[config.mk]
export PLATFORM = sky130hd
export DESIGN_NAME = rot_tree_grant
export DESIGN_NICKNAME = d
export VERILOG_FILES = /design/src/rtl/rtg_pkg.sv /design/src/rtl/rtg_cell.sv /design/src/rtl/rtg_counter.sv /design/src/rtl/rtg_tree.sv /design/src/rtl/rot_tree_grant.sv
export SDC_FILE = /design/constraint.sdc
export NUM_CORES = 1
export LEC_CHECK = 0
export ABC_AREA = 1
export BUFFER_PORTS_ARGS = -buffer_cell sky130_fd_sc_hd__buf_4
export CORE_AREA = 5 5 42 44
export DETAILED_ROUTE_END_ITERATION = 6
export DIE_AREA = 0 0 47 49
export SYNTH_ARGS = -nofsm -noshare
export SYNTH_HDL_FRONTEND = slang
export SYNTH_SLANG_ARGS = --single-unit
[constraint.sdc]
create_clock -name clk -period 1.8 [get_ports clk]
set_input_delay 0.36 -clock clk [delete_from_list [all_inputs] [get_ports clk]]
set_output_delay 0.36 -clock clk [all_outputs]
set_load 0.02 [all_outputs]
[src/rtl/rtg_pkg.sv]
package rtg_pkg;

  // Counter step with natural wrap at the width of the argument.
  function automatic logic [1:0] step2(input logic [1:0] c);
    return c + 2'd1;
  endfunction

  // Two-input selection: sel=1 favours input 1, sel=0 favours input 0.
  function automatic logic [1:0] pick2(input logic [1:0] r,
                                       input logic       en,
                                       input logic       sel);
    logic [1:0] g;
    g = 2'b00;
    if (en) begin
      if (sel) begin
        if (r[1])      g = 2'b10;
        else if (r[0]) g = 2'b01;
      end else begin
        if (r[0])      g = 2'b01;
        else if (r[1]) g = 2'b10;
      end
    end
    return g;
  endfunction

endpackage

[src/rtl/rtg_cell.sv]
module rtg_cell
  import rtg_pkg::*;
(
  input  logic [1:0] req2,
  input  logic       en,
  input  logic       sel,
  output logic [1:0] gnt,
  output logic       up
);

  // The pending flag ignores enable so the parent can arbitrate first.
  assign up  = |req2;
  assign gnt = pick2(req2, en, sel);

endmodule

[src/rtl/rtg_counter.sv]
module rtg_counter #(
  parameter int W = 2
) (
  input  logic         clk,
  input  logic         rst,
  output logic [W-1:0] cnt
);

  logic [W-1:0] cnt_q;
  logic [W-1:0] cnt_next;

  assign cnt_next = cnt_q + W'(1);

  always_ff @(posedge clk) begin
    if (rst) cnt_q <= '0;
    else     cnt_q <= cnt_next;
  end

  assign cnt = cnt_q;

  // reset clears the counter
  a_r1_reset_clears: assert property (@(posedge clk) rst |=> cnt_q == '0);

  // one step per edge with wrap
  a_r2_step: assert property (@(posedge clk) disable iff (rst)
    1'b1 |=> cnt_q == W'($past(cnt_q) + W'(1)));

endmodule

[src/rtl/rtg_tree.sv]
module rtg_tree #(
  parameter int LEVELS = 2,
  localparam int NREQ  = 1 << LEVELS
) (
  input  logic [NREQ-1:0]   req,
  input  logic              en,
  input  logic [LEVELS-1:0] sel,
  output logic [NREQ-1:0]   gnt,
  output logic              any_req
);

  // Heap numbering: node 1 is the root, child 2n covers the lower half
  // (input 0), child 2n+1 the upper half (input 1).
  logic up_n [1:NREQ-1];
  logic en_n [1:NREQ-1];

  assign en_n[1] = en;
  assign any_req = up_n[1];

  for (genvar n = 1; n < NREQ; n++) begin : g_node
    localparam int DEPTH = $clog2(n + 1) - 1;
    logic [1:0] kid_req;
    logic [1:0] kid_gnt;
    logic       kid_up;

    if (2 * n >= NREQ) begin : g_leaf
      localparam int J = n - NREQ / 2;
      assign kid_req            = req[2*J+1 -: 2];
      assign gnt[2*J+1 -: 2]    = kid_gnt;
    end else begin : g_inner
      assign kid_req     = {up_n[2*n+1], up_n[2*n]};
      assign en_n[2*n]   = kid_gnt[0];
      assign en_n[2*n+1] = kid_gnt[1];
    end

    assign up_n[n] = kid_up;

    // Each depth takes its own counter bit; the root takes the top bit.
    rtg_cell u_cell (
      .req2 (kid_req),
      .en   (en_n[n]),
      .sel  (sel[LEVELS-1-DEPTH]),
      .gnt  (kid_gnt),
      .up   (kid_up)
    );
  end

endmodule

[src/rtl/rot_tree_grant.sv]
module rot_tree_grant #(
  parameter int LEVELS = 2,
  localparam int NREQ  = 1 << LEVELS
) (
  input  logic              clk,
  input  logic              rst,
  input  logic [NREQ-1:0]   req,
  input  logic              en,
  output logic [NREQ-1:0]   grant,
  output logic [LEVELS-1:0] count
);

  logic [LEVELS-1:0] cnt_w;
  logic              tree_any;

  rtg_counter #(.W(LEVELS)) u_cnt (
    .clk (clk),
    .rst (rst),
    .cnt (cnt_w)
  );

  rtg_tree #(.LEVELS(LEVELS)) u_tree (
    .req     (req),
    .en      (en),
    .sel     (cnt_w),
    .gnt     (grant),
    .any_req (tree_any)
  );

  assign count = cnt_w;

  // no grant while disabled
  a_r3_idle: assert property (@(posedge clk) disable iff (rst)
    !en |-> grant == '0);

  // at most one grant
  a_r4_onehot: assert property (@(posedge clk) disable iff (rst)
    $onehot0(grant));

  // some grant whenever enabled and the tree reports a request
  a_r4_live: assert property (@(posedge clk) disable iff (rst)
    (en && tree_any) |-> $countones(grant) == 1);

  // grants only to requesters
  a_r5_granted_req: assert property (@(posedge clk) disable iff (rst)
    (grant & ~req) == '0);

  // top level favours the upper half when the top count bit is set
  a_r7_top_upper: assert property (@(posedge clk) disable iff (rst)
    (en && count[LEVELS-1] && |req[NREQ-1:NREQ/2]) |-> grant[NREQ/2-1:0] == '0);

endmodule

Yosys cells after proc, flatten, opt, wreduce, memory -nomap -nowiden
Index checks and enable logic that the tools add are counted.
{"block": "op_classes", "addsub": 1, "multipliers": 0, "div": 0, "order_cmp": 0, "n_eq_ne": 0, "n_shift": 0, "mux": 18, "n_bitwise": 0, "n_reduce_logical": 2}
{"operator": "2-bit two-way mux", "count": 15}
{"operator": "2-bit OR reduction", "count": 2}
{"operator": "1-bit two-way mux", "count": 3}
{"operator": "2-bit by 1-bit adder with 2-bit output, second input constant", "count": 1}
{"block": "word_totals", "reg_bits": 2, "latchBits": 0, "mem_bits_rw": 0, "rom_bits": 0, "inputBits": 7, "output_inout_bits": 6, "wordCells": 22, "mem_count": 0}

Depth between registers and ports, before layout
{"block": "logic_depth", "ltp_word": 6, "ltp_mapped": 5, "ltp_nobuf": 5}

Hierarchy
From an unflattened synthesis, not the netlist that was laid out.
{"block": "unflattened", "cells_unflattened": 26, "area_unflattened_um2": 145.1}
{"mod": "rtg_cell", "n_inst": 3, "cells_per_inst": 6, "area_per_inst_um2": 27.5, "seq_area_each_um2": 0.0}
{"mod": "rtg_counter", "n_inst": 1, "cells_per_inst": 8, "area_per_inst_um2": 62.6, "seq_area_each_um2": 40.0}

Worst setup path before layout
OpenSTA, ideal clock, no wires.
{"block": "synth_timing", "kind": "input-to-output", "from": "in req[3]", "to": "out grant[0]", "arrival_ns": 0.859, "t_required_ns": 1.440, "slack_ns": 0.581, "cell_stages": 3, "n_path_buf": 0, "cell_sequence": "o21ai_0 nand2_1 nor2_1"}
{"block": "synth_between", "elab_chain_len": 5}
{"item": "start, declared", "line_no": "rot_tree_grant.sv:7", "rtl": "input logic [NREQ-1:0] req,"}
{"item": "2-bit OR reduction", "line_no": "rtg_cell.sv:12", "rtl": "assign up = |req2;"}
{"item": "2-bit two-way mux", "line_no": "rtg_pkg.sv:16", "rtl": "if (r[1]) g = 2'b10;"}
{"item": "2-bit two-way mux", "line_no": "rtg_pkg.sv:15", "rtl": "if (sel) begin"}
{"item": "2-bit two-way mux (2 in series)", "line_no": "rtg_pkg.sv:14", "rtl": "if (en) begin"}
{"item": "end, declared", "line_no": "rot_tree_grant.sv:9", "rtl": "output logic [NREQ-1:0] grant,"}
Every way passes these cells.

Worst setup path in the final report
{"block": "layout_timing", "from": "reg u_cnt.cnt_q[1] (netlist: u_cnt.cnt[1])", "to": "out grant[3]"}
{"block": "layout_between", "elab_chain_len": 3}
{"item": "start, declared", "line_no": "rtg_counter.sv:9", "rtl": "logic [W-1:0] cnt_q;"}
{"item": "start signal, assigned", "line_no": "rtg_counter.sv:16", "rtl": "else cnt_q <= cnt_next;"}
{"item": "2-bit two-way mux", "line_no": "rtg_pkg.sv:15"}
{"item": "2-bit two-way mux (2 in series)", "line_no": "rtg_pkg.sv:14"}
Every way passes these cells.

==> impl_metrics.env <==
export IMPL_cp_cell_sequence="inv_1, o21ai_0, nand2_1, nor2_1, buf_4"
export IMPL_synth_nets=36
export IMPL_hold_buffers=0
export IMPL_first_pass_iters=4
export IMPL_dp_hpwl_um=396
export IMPL_post_route_period_util=0.777
export IMPL_outcome="completed"
export IMPL_tns_ns=0
export IMPL_place_area_um2=248
export IMPL_slew_headroom=0.912
export IMPL_synth_cell_types=8
export IMPL_nNetsFinal=51
export IMPL_clockBufferDepth=2
export IMPL_die_w_um=47
export IMPL_avgViaCountPerCell=3.47
export IMPL_ir_drop_mv=0.248
export IMPL_grt_start_max_net_pins=5
export IMPL_cts_made_buffers=3
export IMPL_ys_warn_count=0
export IMPL_postRouteAntennaNets=0
export IMPL_power_frac_seq=0.258
export IMPL_syn_area_um2=153
export IMPL_root_buffer="clkbuf_4"
export IMPL_path_class="reg -> out"
export IMPL_fillerInstances=181
export IMPL_cp_end_kind="primary output"
export IMPL_p_switching_uw=54.4
export IMPL_worstPathRequired_ns=1.44
export IMPL_ys_ff_latch=2
export IMPL_clock_sinks=2
export IMPL_clk_pin_slew_ns=0.03
export IMPL_antenna_found_initial=0
export IMPL_start_util=0.109
export IMPL_finalMaxSlewViolations=0
export IMPL_ys_seq_area_frac=0.262
export IMPL_startpoint_type="register"
export IMPL_power_frac_comb=0.255
export IMPL_grt_ovfl_total=0
export IMPL_port_buffers=12
export IMPL_boundaryPins=13
export IMPL_track_usage=0.0485
export IMPL_power_leakage_nw=0.146
export IMPL_arrival_ns=1.04
export IMPL_finClkSkew_ns=0.00146
export IMPL_max_stage_delay_ns=0.36
export IMPL_clockPowerShare=0.487
export IMPL_setup_viol=0
export IMPL_wl_um=461
export IMPL_rsz0062_at_grt="no"
export IMPL_drv_cap=0
export IMPL_first_global_vias=198
export IMPL_p_int_uw=146
export IMPL_cts_resized=0
export IMPL_diodes=0
export IMPL_switching_share=0.272
export IMPL_design_core_area_um2=1400
export IMPL_synthToLayoutAreaGrowth_pct=77.0
export IMPL_routedWlPerCell_um=7.95
export IMPL_worst_pin_slew_ns=0.130
export IMPL_drt_iter0_markers=3
export IMPL_dieArea_um2=2300
export IMPL_hold_violations=0
export IMPL_cp_max_fo=4
export IMPL_drive_gt1_frac=0.381
export IMPL_synthCells=29
export IMPL_grt_first_pass_wirelength_um=738
export IMPL_crit_path_top_delay_cell="dfxtp_1"
export IMPL_num_vias=201
export IMPL_largest_reg_flops=2
export IMPL_design_area_um2=270
export IMPL_htreeDepth=1
export IMPL_power_density_nw_per_um2=740
export IMPL_postCtsSetupRepairBufs=0
export IMPL_min_period_ns=1.40
export IMPL_clk_latency_ns=0.22
export IMPL_cts_tree="yes"
export IMPL_hold_class="in -> reg"
export IMPL_fmax_mhz=715
export IMPL_rows=14
export IMPL_drc=0
export IMPL_routabilityCongestion=0.738
export IMPL_die_h_um=49
export IMPL_synth_area_per_cell_um2=5.26
## through the flow
stage	utilization	std cells	setup WS, ns	hold WS, ns	total power, mW
detailed placement	0.177	55	0.478	0.464	0.104
floorplan	-	29	0.581	0.427	0.0819
global placement	0.177	55	0.475	0.451	0.104
global route	0.193	58	0.279	0.298	0.220
CTS	0.193	58	0.366	0.288	0.210
finish	0.193	58	0.402	0.297	0.200
## layout make-up
| cell class | instances | area, um2 | area share |
|---|---|---|---|
| tap | 16 | 20.0 | 0.0741 |
| timing repair buffer | 12 | 90.1 | 0.333 |
| clock buffer | 3 | 22.5 | 0.0833 |
| sequential | 2 | 40.0 | 0.148 |
| inverter | 3 | 11.3 | 0.0417 |
| multi-input combinational | 22 | 86.3 | 0.319 |
## layer usage
| metal | part of all wire | wire length [um] | up-vias | GRT usage |
|---|---|---|---|---|
| met3 | 0.12 | 56 | 0 | 0.0111 |
| met2 | 0.54 | 247 | 7 | 0.0679 |
| met4 | 0 | 0 | 0 | 0.0691 |
| met1 | 0.34 | 158 | 82 | 0.0460 |
| met5 | 0 | 0 | - | 0 |
| li1 | - | - | 112 | - |
## critical path: cells and delay by family, from the launching register on
kind            cells  cell delay, ns
simple gates        2            0.18
flops               1            0.36
buf+inv             2            0.22
compound gates      1            0.07
## cells in the mapped netlist
library cell,number,area [um2]
nand2_1,10,37.5
inv_2,1,3.75
buf_4,2,15.0
nor2_1,9,33.8
dfxtp_1,2,40.0
inv_1,2,7.51
a21oi_1,1,5.00
o21ai_0,2,10.0
## layout by cell type (no fill, tap or decap), drive strengths merged
master	instances
o21ai	2
buf	12
nand2	10
inv	3
dfxtp	2
clkbuf	3
nor2	9
a21oi	1
## path summary, 6_finish.rpt
| check | endpoint | from | cells past startpoint | slack (ns) |
|---|---|---|---|---|
| setup reg to reg | u_cnt.cnt[1] | u_cnt.cnt[0] | 3 | 1.14 |
| setup / recovery | grant[3] | u_cnt.cnt[1] | 5 | 0.40 |
| hold / removal | u_cnt.cnt[0] | rst | 2 | 0.30 |
| hold reg to reg | u_cnt.cnt[0] | u_cnt.cnt[0] | 1 | 0.46 |
## cells by family (layout without fill, tap and decap cells)
logic type             count (synthesis)  count (layout)  synth area share
buffers and inverters                  5              18             0.172
flip-flops                             2               2             0.262
AND/OR/NAND/NOR                       19              19             0.467
AO/OA/AOI/OAI                          3               3            0.0983
## power by group through the flow
stage / sequential (mW) / clock [mW] / combinational, mW
2_1_floorplan: 0.0514 / 0 / 0.0305
3_3_place_gp: 0.0522 / 0 / 0.0519
3_5_place_dp: 0.0523 / 0 / 0.0521
4_1_cts: 0.0517 / 0.106 / 0.0523
5_1_grt: 0.0523 / 0.111 / 0.0571
6_report: 0.0516 / 0.0974 / 0.0510
Note: power is estimated with default switching activity, not from simulation.
